$ cat config.mk
export PLATFORM = sky130hd
export DESIGN_NAME = usb_host_irq_status
export DESIGN_NICKNAME = d
export VERILOG_FILES = /design/src/rtl/usb_irq_pkg.sv /design/src/rtl/usb_irq_evt_detect.sv /design/src/rtl/usb_irq_status_bank.sv /design/src/rtl/usb_irq_combine.sv /design/src/rtl/usb_host_irq_status.sv
export SDC_FILE = /design/constraint.sdc
export NUM_CORES = 1
export LEC_CHECK = 0
export BUFFER_PORTS_ARGS = -buffer_cell sky130_fd_sc_hd__buf_2
export CAP_MARGIN = 15
export CORE_MARGIN = 2
export CORE_UTILIZATION = 45
export DETAILED_ROUTE_END_ITERATION = 12
export HOLD_SLACK_MARGIN = 0.12
export PLACE_DENSITY = 0.79
export RECOVER_POWER = 50
export SLEW_MARGIN = 20
export SYNTH_ARGS = -nofsm -noshare
export SYNTH_HDL_FRONTEND = slang
export SYNTH_HIERARCHICAL = 1
export SYNTH_SLANG_ARGS = --single-unit
export TNS_END_PERCENT = 30
$ cat constraint.sdc
create_clock -name clk -period 1.82 [get_ports clk]
set_clock_uncertainty 0.05 [all_clocks]
set_input_delay 0.182 -clock clk [delete_from_list [all_inputs] [get_ports clk]]
set_output_delay 0.182 -clock clk [all_outputs]
set_load 0.05 [all_outputs]
$ cat src/rtl/usb_irq_pkg.sv
package usb_irq_pkg;
    localparam int unsigned WORD_W   = 32;
    localparam int unsigned B_SO     = 0;
    localparam int unsigned B_WDH    = 1;
    localparam int unsigned B_SF     = 2;
    localparam int unsigned B_RD     = 3;
    localparam int unsigned B_UE     = 4;
    localparam int unsigned B_FNO    = 5;
    localparam int unsigned B_RHSC   = 6;
    localparam int unsigned B_OC     = 30;
    localparam int unsigned B_MASTER = 31;

    localparam logic [WORD_W-1:0] CORE_MASK = 32'h0000_007F;
    localparam logic [WORD_W-1:0] OC_MASK   = 32'h4000_0000;
    localparam logic [WORD_W-1:0] MIE_MASK  = 32'h8000_0000;

    function automatic logic [WORD_W-1:0] status_mask(input bit has_smi);
        return has_smi ? (CORE_MASK | OC_MASK) : CORE_MASK;
    endfunction
endpackage

$ cat src/rtl/usb_irq_evt_detect.sv
module usb_irq_evt_detect #(
    parameter int unsigned WATCH_W = 96
) (
    input  logic               clk,
    input  logic               rst_n,
    input  logic               fn_msb,
    input  logic               fn_post,
    input  logic [WATCH_W-1:0] watch,
    output logic               fno_hit,
    output logic               rhsc_hit
);
    typedef struct packed {
        logic               fn_ref;
        logic [WATCH_W-1:0] watch_prev;
    } det_t;

    det_t st_d, st_q;

    always_comb begin
        st_d            = st_q;
        st_d.watch_prev = watch;
        if (fn_post) begin
            st_d.fn_ref = fn_msb;
        end
        fno_hit  = fn_post && (fn_msb != st_q.fn_ref);
        rhsc_hit = (watch != st_q.watch_prev);
    end

    always_ff @(posedge clk) begin
        if (!rst_n) begin
            st_q <= '0;
        end else begin
            st_q <= st_d;
        end
    end

    // without a post strobe the recorded top bit must not move
    p_ref_hold_r7: assert property (@(posedge clk) disable iff (!rst_n)
        !fn_post |=> $stable(st_q.fn_ref));
    // a change seen one cycle means no change is seen the next cycle if the input holds
    p_watch_settle_r8: assert property (@(posedge clk) disable iff (!rst_n)
        rhsc_hit ##1 (watch == $past(watch)) |-> !rhsc_hit);
endmodule

$ cat src/rtl/usb_irq_status_bank.sv
module usb_irq_status_bank
    import usb_irq_pkg::*;
#(
    parameter bit HAS_SMI = 1'b1
) (
    input  logic              clk,
    input  logic              rst_n,
    input  logic [WORD_W-1:0] set_vec,
    input  logic              sts_wr,
    input  logic [WORD_W-1:0] sts_wdata,
    output logic [WORD_W-1:0] sts_q
);
    localparam logic [WORD_W-1:0] IMPL = status_mask(HAS_SMI);

    typedef struct packed {
        logic [WORD_W-1:0] sts;
    } bank_t;

    bank_t bk_d, bk_q;
    logic [WORD_W-1:0] clr_vec;

    always_comb begin
        clr_vec    = sts_wr ? sts_wdata : '0;
        bk_d.sts   = ((bk_q.sts & ~clr_vec) | set_vec) & IMPL;
    end

    always_ff @(posedge clk) begin
        if (!rst_n) begin
            bk_q <= '0;
        end else begin
            bk_q <= bk_d;
        end
    end

    assign sts_q = bk_q.sts;

    // a written one with no competing set leaves the bit clear
    p_clear_r3: assert property (@(posedge clk) disable iff (!rst_n)
        sts_wr |=> ((sts_q & $past(sts_wdata & ~set_vec)) == '0));
    // a set bit survives every cycle without a clear
    p_sticky_r4: assert property (@(posedge clk) disable iff (!rst_n)
        1'b1 |=> ((($past(sts_q) & ~$past(clr_vec)) & ~sts_q) == '0));
    // a bit can rise only through a hardware set
    p_no_sw_set_r4: assert property (@(posedge clk) disable iff (!rst_n)
        1'b1 |=> ((sts_q & ~$past(sts_q) & ~$past(set_vec)) == '0));
    // every implemented set lands, even against a clear
    p_set_wins_r5: assert property (@(posedge clk) disable iff (!rst_n)
        (set_vec != '0) |=> ((sts_q & $past(set_vec & IMPL)) == $past(set_vec & IMPL)));
endmodule

$ cat src/rtl/usb_irq_combine.sv
module usb_irq_combine
    import usb_irq_pkg::*;
(
    input  logic              clk,
    input  logic              rst_n,
    input  logic [WORD_W-1:0] sts_in,
    input  logic              ena_wr,
    input  logic [WORD_W-1:0] ena_wdata,
    output logic [WORD_W-1:0] ena_q,
    output logic              irq,
    output logic              smi
);
    localparam logic [WORD_W-1:0] ENA_MASK = CORE_MASK | OC_MASK | MIE_MASK;

    typedef struct packed {
        logic [WORD_W-1:0] ena;
    } ena_t;

    ena_t en_d, en_q;

    always_comb begin
        en_d = en_q;
        if (ena_wr) begin
            en_d.ena = ena_wdata & ENA_MASK;
        end
        irq = en_q.ena[B_MASTER] && ((sts_in & en_q.ena & CORE_MASK) != '0);
        smi = sts_in[B_OC] && en_q.ena[B_OC];
    end

    always_ff @(posedge clk) begin
        if (!rst_n) begin
            en_q <= '0;
        end else begin
            en_q <= en_d;
        end
    end

    assign ena_q = en_q.ena;

    // the enable word changes only on a write
    p_ena_hold_r2: assert property (@(posedge clk) disable iff (!rst_n)
        !ena_wr |=> $stable(ena_q));
    // ownership change alone never raises the normal interrupt
    p_oc_not_irq_r9: assert property (@(posedge clk) disable iff (!rst_n)
        ((sts_in & CORE_MASK) == '0) |-> !irq);
    // management interrupt needs the latched ownership bit
    p_smi_src_r9: assert property (@(posedge clk) disable iff (!rst_n)
        smi |-> sts_in[B_OC]);
endmodule

$ cat src/rtl/usb_host_irq_status.sv
module usb_host_irq_status
    import usb_irq_pkg::*;
#(
    parameter int unsigned RH_W    = 32,
    parameter int unsigned NPORT   = 2,
    parameter bit          HAS_SMI = 1'b1
) (
    input  logic                  clk,
    input  logic                  rst_n,
    input  logic                  ev_sched_ovr,
    input  logic                  ev_done_wb,
    input  logic                  ev_sof,
    input  logic                  ev_resume,
    input  logic                  ev_sys_err,
    input  logic                  oc_req,
    input  logic                  fn_msb,
    input  logic                  fn_post,
    input  logic [RH_W-1:0]       rh_status,
    input  logic [NPORT*RH_W-1:0] port_status,
    input  logic                  sts_wr,
    input  logic [31:0]           sts_wdata,
    input  logic                  ena_wr,
    input  logic [31:0]           ena_wdata,
    output logic [31:0]           sts_rdata,
    output logic [31:0]           ena_rdata,
    output logic                  irq,
    output logic                  smi,
    output logic                  proc_halt
);
    localparam int unsigned WATCH_W = RH_W * (NPORT + 1);

    logic              fno_hit;
    logic              rhsc_hit;
    logic              oc_set;
    logic [WORD_W-1:0] set_vec;
    logic [WORD_W-1:0] sts_q;

    usb_irq_evt_detect #(
        .WATCH_W (WATCH_W)
    ) u_detect (
        .clk      (clk),
        .rst_n    (rst_n),
        .fn_msb   (fn_msb),
        .fn_post  (fn_post),
        .watch    ({port_status, rh_status}),
        .fno_hit  (fno_hit),
        .rhsc_hit (rhsc_hit)
    );

    generate
        if (HAS_SMI) begin : g_oc
            assign oc_set = oc_req;
        end else begin : g_no_oc
            logic oc_unused;
            assign oc_unused = oc_req;
            assign oc_set    = 1'b0;
        end
    endgenerate

    always_comb begin
        set_vec         = '0;
        set_vec[B_SO]   = ev_sched_ovr;
        set_vec[B_WDH]  = ev_done_wb;
        set_vec[B_SF]   = ev_sof;
        set_vec[B_RD]   = ev_resume;
        set_vec[B_UE]   = ev_sys_err;
        set_vec[B_FNO]  = fno_hit;
        set_vec[B_RHSC] = rhsc_hit;
        set_vec[B_OC]   = oc_set;
    end

    usb_irq_status_bank #(
        .HAS_SMI (HAS_SMI)
    ) u_bank (
        .clk       (clk),
        .rst_n     (rst_n),
        .set_vec   (set_vec),
        .sts_wr    (sts_wr),
        .sts_wdata (sts_wdata),
        .sts_q     (sts_q)
    );

    usb_irq_combine u_combine (
        .clk       (clk),
        .rst_n     (rst_n),
        .sts_in    (sts_q),
        .ena_wr    (ena_wr),
        .ena_wdata (ena_wdata),
        .ena_q     (ena_rdata),
        .irq       (irq),
        .smi       (smi)
    );

    assign sts_rdata = sts_q;
    assign proc_halt = sts_q[B_UE];

    // an error pulse leads to halt on the next cycle
    p_err_halts_r10: assert property (@(posedge clk) disable iff (!rst_n)
        ev_sys_err |=> proc_halt);
    // no overflow flag rises without a post strobe the cycle before
    p_fno_needs_post_r7: assert property (@(posedge clk) disable iff (!rst_n)
        !fn_post |=> !$rose(sts_rdata[B_FNO]));
endmodule

### Word-level counts from Yosys, hierarchy flattened

Cells that the tools add are included.

| word-level totals | value |
|---|---|
| logic and storage cells | 15 |
| flip-flop bits (word level) | 114 |
| input port bits | 172 |

| operators by class | value |
|---|---|
| mux-type cells | 1 |
| reduce and logical (&&, ||, !) cells | 4 |
| bitwise logic cells | 4 |
| equal/unequal tests | 2 |

Operators with widths:

| kind | number |
|---|---|
| 96-bit inequality test | 1 |
| 32-bit nonzero test | 1 |
| 31-bit bitwise AND | 1 |
| 31-bit 2-to-1 mux | 1 |
| 31-bit NOT | 1 |
| 31-bit bitwise OR | 1 |
| 7-bit bitwise AND | 1 |
| 1-bit logical AND | 3 |
| 1-bit inequality test | 1 |

### Longest topological paths before layout

Gate-level depths: netlist of the first run.

| depth | value |
|---|---|
| depth after elaboration | 4 |
| mapped depth | 7 |
| mapped depth without buffers | 7 |

### Modules after synthesis

Netlist of the first run, hierarchy kept.

By module, submodules not included:

| module | area each (µm²) | times used | cells each | seq. area each (µm²) |
|---|---|---|---|---|
| usb_irq_evt_detect | 3651.0 | 1 | 335 | 1941.9 |
| usb_irq_combine | 555.5 | 1 | 58 | 180.2 |
| usb_irq_status_bank | 469.2 | 1 | 58 | 160.2 |
| usb_host_irq_status | 11.3 | 1 | 2 | 0.0 |

### Worst setup path after synthesis of the first run

Ideal clock, no wire load.

| timing path | value |
|---|---|
| path kind | register to output |
| start point | register u_bank.bk_q (netlist bit u_bank/sts_q[5]) |
| end point | output irq |
| cell stages (with the launch flop) | 3 |
| path buffers | 0 |
| setup slack | -160 ps |
| arrival | 1748 ps |
| required time | 1588 ps |
| cell sequence | dfxtp_1 a222oi_1 a31oi_1 |

| between the ends | value |
|---|---|
| word-level cells in the longest chain between the ends | 3 |

RTL lines:

| element | RTL line | RTL |
|---|---|---|
| from (decl) | usb_irq_status_bank.sv:19 | `bank_t bk_d, bk_q;` |
| from (signal assigned) | usb_irq_status_bank.sv:31 | `bk_q <= bk_d;` |
| 7-bit bitwise AND | usb_irq_combine.sv:26 | `irq = en_q.ena[B_MASTER] && ((sts_in & en_q.ena & CORE_MASK) != '0);` |
| 32-bit nonzero test | usb_irq_combine.sv:26 |  |
| 1-bit logical AND | usb_irq_combine.sv:26 |  |
| to (decl) | usb_host_irq_status.sv:26 | `output logic irq,` |

No other way between the ends.

### Final worst setup path of the first run

| timing path | value |
|---|---|
| start point | input port_status[48] |
| end point | register u_bank.bk_q (netlist bit u_bank/sts_q[6]) |

| between the ends | value |
|---|---|
| word-level cells in the longest chain between the ends | 2 |

RTL lines:

| element | RTL line | RTL |
|---|---|---|
| from (decl) | usb_host_irq_status.sv:19 | `input logic [NPORT*RH_W-1:0] port_status,` |
| 96-bit inequality test | usb_irq_evt_detect.sv:26 | `rhsc_hit = (watch != st_q.watch_prev);` |
| net rhsc_hit | usb_host_irq_status.sv:33 | `logic rhsc_hit;` |
| 31-bit bitwise OR | usb_irq_status_bank.sv:24 | `bk_d.sts = ((bk_q.sts & ~clr_vec) \| set_vec) & IMPL;` |

The timed path passes the listed nets, and every way through them passes these cells.
A chain may end at the register's enable or synchronous reset.

==> metrics, run 1 <==
status complete, but fails checks; failing checks setup timing; Fmax achieved 535.7 MHz; commonest non-fill, non-tap cells in the layout dlygate4sd3_1, dfxtp_1, buf_2, and2_1, xor2_1; Mean Syn Cell Area 10.36 um2; RSZ-0062 raised after global routing yes; M1 GR Usage 0.2216; Required @ worst endpoint 2.16 ns; H-tree depth 4; Synth Warn # 6; Max Cap Viol 0; final core occ 0.7104; Final Hold Fails 0; largest net degree at the start of global routing 115; dpl cells 721; most common cell after layout, fill and taps aside dlygate4sd3_1; crit path DAT approximately 2.2 ns; Crit Path Class input port to register; first drt pass iteration count 4; Die Y 106.0 um; gr usage total 0.2309; clock latency on the worst-skew pair about 0.50 ns; post-DP HPWL 6859 um; initial DRC count between 150 and 200; final setup margin -0.04682 ns; number of global-route vias before repair 4339; Initial Util 0.4577; Setup Total Neg Slack -0.05851 ns; met2 usage 0.4631; # setup viols final 2; worst slack, placed -0.2673 ns; Non-Filler Instances 885; clock slew at reported path FFs 0.05 ns; n_diodes 0; Port Buf Inserts 144; GRT Residual Overflow 0; die area 11240 um2; Worst setup EP type register; CP Launch Type input port; busiest grt layer met2; Syn Std Cell Area 4683 um2; Tot Pwr 7.073 mW; root buffer cell clkbuf_8; num rows 37; drt total wl 12740 um; io pins 239; first-pass GRT wire length 20200 um; Max IR drop VDD just over 0.7 mV; DRC Markers 0; Area Growth Syn to Fin 55.20%; PD cells 973.1 nW/um2; layout cell share with drive strength beyond 1 0.1829; Leak 3.230 nW; via count about 4k; met3 Use GR 0.06070; Final min period roughly 1.9 ns; post-synthesis instance total 452; Max Root-Sink Buffers 2; Final Max Tran Viols 0; post-CTS setup buffer count 0; CTS tree done; critical path peak fanout 2; crit share post-route 1.026; Layout Nets 908; drt via density 4.481; DIE WIDTH between 100 and 150 um; Core ar. 10230 um2; Routed wire per std cell between 10 and 15 um; Hold Crit Class input port to register; cts bufs inserted 17; routability congestion estimate 0.7104; Sink Count 114; Routed Antenna Nets 0; initial antenna violation count 0
==> sequential cells by signal, indices dropped and copies added (netlist names) <==
signal           cells
u_detect/st_q       97
u_bank/sts_q         8
u_combine/ena_q      9
==> report_power, final <==
part	total (mW)	switching [mW]	internal [mW]
Sequential	2.72	0.0763	2.64
Combinational	1.14	0.639	0.497
Clock	3.22	1.11	2.11
Total	7.07	1.83	5.24
==> cell type report <==
class	instances	area [um2]
inverter	9	33.78
clock buffer	21	439.2
fill	750	2963
tap	136	170.2
multi-input combinational	314	2177
timing repair buffer	280	2024
sequential	114	2287
clock inverter	11	136.4
==> what timing repair did <==
item                       CTS  global route
setup endpoints to repair    2             2
pin swaps                   13             2
hold endpoints to repair   114             0
gates resized for setup     11             4
hold buffers               132             0
==> per-stage QoR <==
step           hold slack, ns  cell area (um2)
2_1_floorplan          0.2322             4858
3_3_place_gp           0.3212             5378
3_5_place_dp           0.3237             5378
4_1_cts                0.1561             7315
5_1_grt                0.1820             7268
6_report               0.1466             7268
==> metal layers <==
layer  up-vias  wire, um
li1       1931         -
met1      1847      4693
met2       163      7134
met3        25       685
met4         0       223
met5         -         0
==> worst max-delay path, cell delays in order <==
cell and delay, ns:
dlygate4sd3_1 0.54, buf_2 0.14, xor2_1 0.14, nor4_1 0.36, nand4_1 0.17, nor4_2 0.28, buf_4 0.15, nand3_2 0.06
o21ai_1 0.14, a31oi_1 0.05
==> worst paths after layout <==
check | startpoint | end | slack, ns | cells past startpoint
setup / recovery | port_status[48] | u_bank/sts_q[6]$_SDFF_PN0_ | -0.05 | 10
setup reg to reg | u_detect/st_q[74]$_SDFF_PN0_ | u_bank/sts_q[6]$_SDFF_PN0_ | -0.04 | 9
hold reg to reg | u_bank/sts_q[6]$_SDFF_PN0_ | u_bank/sts_q[6]$_SDFF_PN0_ | 0.50 | 2
hold / removal | rst_n | u_bank/sts_q[6]$_SDFF_PN0_ | 0.15 | 4
No activity file was read; power rests on OpenSTA's default activity.
==> inputs of run 2 (changes only) <==
--- a/config.mk
+++ b/config.mk
@@ -7,6 +7,7 @@
 export LEC_CHECK = 0
 export BUFFER_PORTS_ARGS = -buffer_cell sky130_fd_sc_hd__buf_2
 export CAP_MARGIN = 15
+export CORE_ASPECT_RATIO = 0.6
 export CORE_MARGIN = 2
 export CORE_UTILIZATION = 45
 export DETAILED_ROUTE_END_ITERATION = 12
==> metrics, run 2 (synthesis results as in run 1) <==
# setup viols final 2 (unchanged); DIE WIDTH 135.7 um (+28%); RSZ-0062 raised after global routing yes; clock latency on the worst-skew pair 0.40 ns (-0.10 ns); drt via density 4.442 (-0.87%); hold path depth 3 (-1); Critical Path Max Stage Delay 0.39 ns (-0.15 ns); Leak 3.308 nW (+2.4%); failing checks setup timing; clock slew at reported path FFs 0.05 ns (about the same); Max Cap Viol 0 (unchanged); cell internal pwr 5.634 mW (+7.4%); Max Root-Sink Buffers 2 (unchanged); Fmax achieved 514.4 MHz (-4.0%); cts bufs inserted 17 (unchanged); Sink Count 114 (unchanged); Fillers 701 (-6.5%); Routed Antenna Nets 0 (unchanged); number of global-route vias before repair 4212 (-2.9%); reg2reg start u_detect/st_q[54]$_SDFF_PN0_; Initial Util 0.4690 (+0.01130); via count 3887 (-2.0%); first drt pass iteration count 4 (unchanged); Rel. slew slack 0.6357; sw power 1.850 mW (+1.1%); Final Max Tran Viols 0 (unchanged); routability congestion estimate 0.8138 (+15%); Routed wire per std cell 14.07 um (-2.2%); Final min period 1.944 ns (+0.07737 ns); max reg flops 97 (unchanged); Placement Cell Area 5384 um2 (+0.12%); Die Y 83.02 um (-22%); Core ar. 9985 um2 (-2.4%); Hold Crit Class input port to register; design area 7296 um2 (+0.38%); num rows 28 (-24%); CP cell instances xor2_1, nor4_1, nand4_1, nor4_4, nand3_1, o21ai_1, a31oi_1; Setup Total Neg Slack -0.1470 ns (-0.08851 ns); crit share post-route 1.068 (+0.04251); Sw Share 0.2472 (-0.01151); Layout Nets 899 (-0.99%); post-CTS setup buffer count 0 (unchanged); post-DP HPWL 7027 um (+2.4%); Hold EP u_combine/ena_q[5]$_SDFFE_PN0P_; root buffer cell clkbuf_16; Required @ worst endpoint 2.06 ns (-0.10 ns); Seq pwr share 0.362 (-0.022); Crit Path Class register to register; PD cells 1026 nW/um2 (+5.4%); Non-Filler Instances 875 (-1.1%); H-tree depth 4 (unchanged); io pins 239 (unchanged); Port Buf Inserts 144 (unchanged); final setup margin -0.1242 ns (-0.07737 ns); dpl cells 721 (unchanged); Slowest cell on crit path nor4_4; most common cell after layout, fill and taps aside dlygate4sd3_1; layout cell share with drive strength beyond 1 0.2068 (+0.02385); status complete, but fails checks; commonest non-fill, non-tap cells in the layout dlygate4sd3_1, dfxtp_1, buf_2, and2_1, xor2_1; Clock power frac 0.489 (+0.034); n_diodes 0 (unchanged); Area Growth Syn to Fin 55.78%; crit path DAT 2.18 ns (-0.02 ns); initial antenna violation count 0 (unchanged); Reg2Reg Setup Slack -0.12 ns (-0.08 ns); Least-Margin Pin Slew ~0.55 ns; Comb pwr share 0.148 (-0.013); critical path peak fanout 2 (unchanged); GRT Residual Overflow 0 (unchanged); DRC Markers 0 (unchanged); gr usage total 0.2260 (-0.004864); die area 11270 um2 (+0.24%); Worst setup EP type register; FF-to-FF path depth 7 (-2); Max IR drop VDD 0.7672 mV (+8.7%); initial DRC count 109 (-31%); largest net degree at the start of global routing 115 (unchanged); reg2reg end u_bank/sts_q[6]$_SDFF_PN0_; Final Hold Fails 0 (unchanged); Top reg by flops u_detect/st_q; Tot Pwr 7.483 mW (+5.8%); min-delay src ena_wr; first-pass GRT wire length 19890 um (-1.5%); drt total wl 12310 um (-3.3%); CP Launch Type register; CTS tree done
## run 2: changes by cell type in the layout (fill, tap and decap cells not counted), moves of 2 or more
cell	delta
clkinv_2	-5
bufinv_16	+2
clkinvlp_4	+2
dlygate4sd3_1	-9
buf_2	+17
dfxtp_1	+3
clkbuf_1	-21
dfxtp_2	-3
## run 2: per-stage QoR
step	util	hold slack [ns]	worst slack, ns
CTS	0.7335	0.1918	-0.1224
detailed placement	0.5392	0.3304	-0.4504
global placement	0.5392	0.3253	-0.4221
finish	0.7307	0.2145	-0.1242
floorplan	-	0.2322	0.1499
global route	0.7307	0.2133	-0.2370
## run 2: metal layers
layer,part of all wire,vias up,global-route usage,wire length [um]
li1,-,1926,-,-
met1,0.41,1823,0.2498,4994
met2,0.51,116,0.4045,6288
met3,0.065,22,0.07265,798
met4,0.019,0,0.08333,230
met5,0,-,0,0
## run 2: worst max path at each step
stage                                            start                         end  slack (ns)  cells after the start
after floorplan             u_bank/sts_q[5]$_SDFF_PN0_                         irq        0.15                      2
after global placement    u_detect/st_q[68]$_SDFF_PN0_  u_bank/sts_q[6]$_SDFF_PN0_       -0.42                      7
after detailed placement  u_detect/st_q[68]$_SDFF_PN0_  u_bank/sts_q[6]$_SDFF_PN0_       -0.45                      7
after CTS                 u_detect/st_q[20]$_SDFF_PN0_  u_bank/sts_q[6]$_SDFF_PN0_       -0.12                      7
after global routing      u_detect/st_q[39]$_SDFF_PN0_  u_bank/sts_q[6]$_SDFF_PN0_       -0.24                      7
final                     u_detect/st_q[54]$_SDFF_PN0_  u_bank/sts_q[6]$_SDFF_PN0_       -0.12                      7
## run 2: layout make-up
cell class                      count  area, um2  area share
Sequential cell                   114       2283      0.3130
Clock buffer                       20      456.7     0.06260
Tap cell                          135      168.9     0.02315
Multi-Input combinational cell    314       2181      0.2989
Timing Repair Buffer              271       1968      0.2698
Inverter                            9      33.78    0.004630
Clock inverter                     12      203.9     0.02795
## run 2: what timing repair did
item / 4_1_cts / 5_1_grt
hold buffers: 123 / 1
pin swaps: 9 / 7
resized for setup: 10 / 3
endpoints found under the setup margin: 2 / 2
hold endpoints to repair: 114 / 1
## run 2: worst max-delay path, delay by kind of cell (launching register included)
family	cells	cell delay (ns)
AOI/OAI and AO/OA	2	0.20
xor gates and xnor gates	1	0.15
DFF	1	0.31
and+or+nand+nor	4	1.12
## run 2: power by group through the flow
stage / registers (mW) / logic, mW / clock network, mW
4_1_cts: 2.71 / 1.09 / 3.72
3_3_place_gp: 2.75 / 0.848 / 0
5_1_grt: 2.72 / 1.19 / 3.88
6_report: 2.71 / 1.11 / 3.66
2_1_floorplan: 2.83 / 0.604 / 0
3_5_place_dp: 2.76 / 0.869 / 0
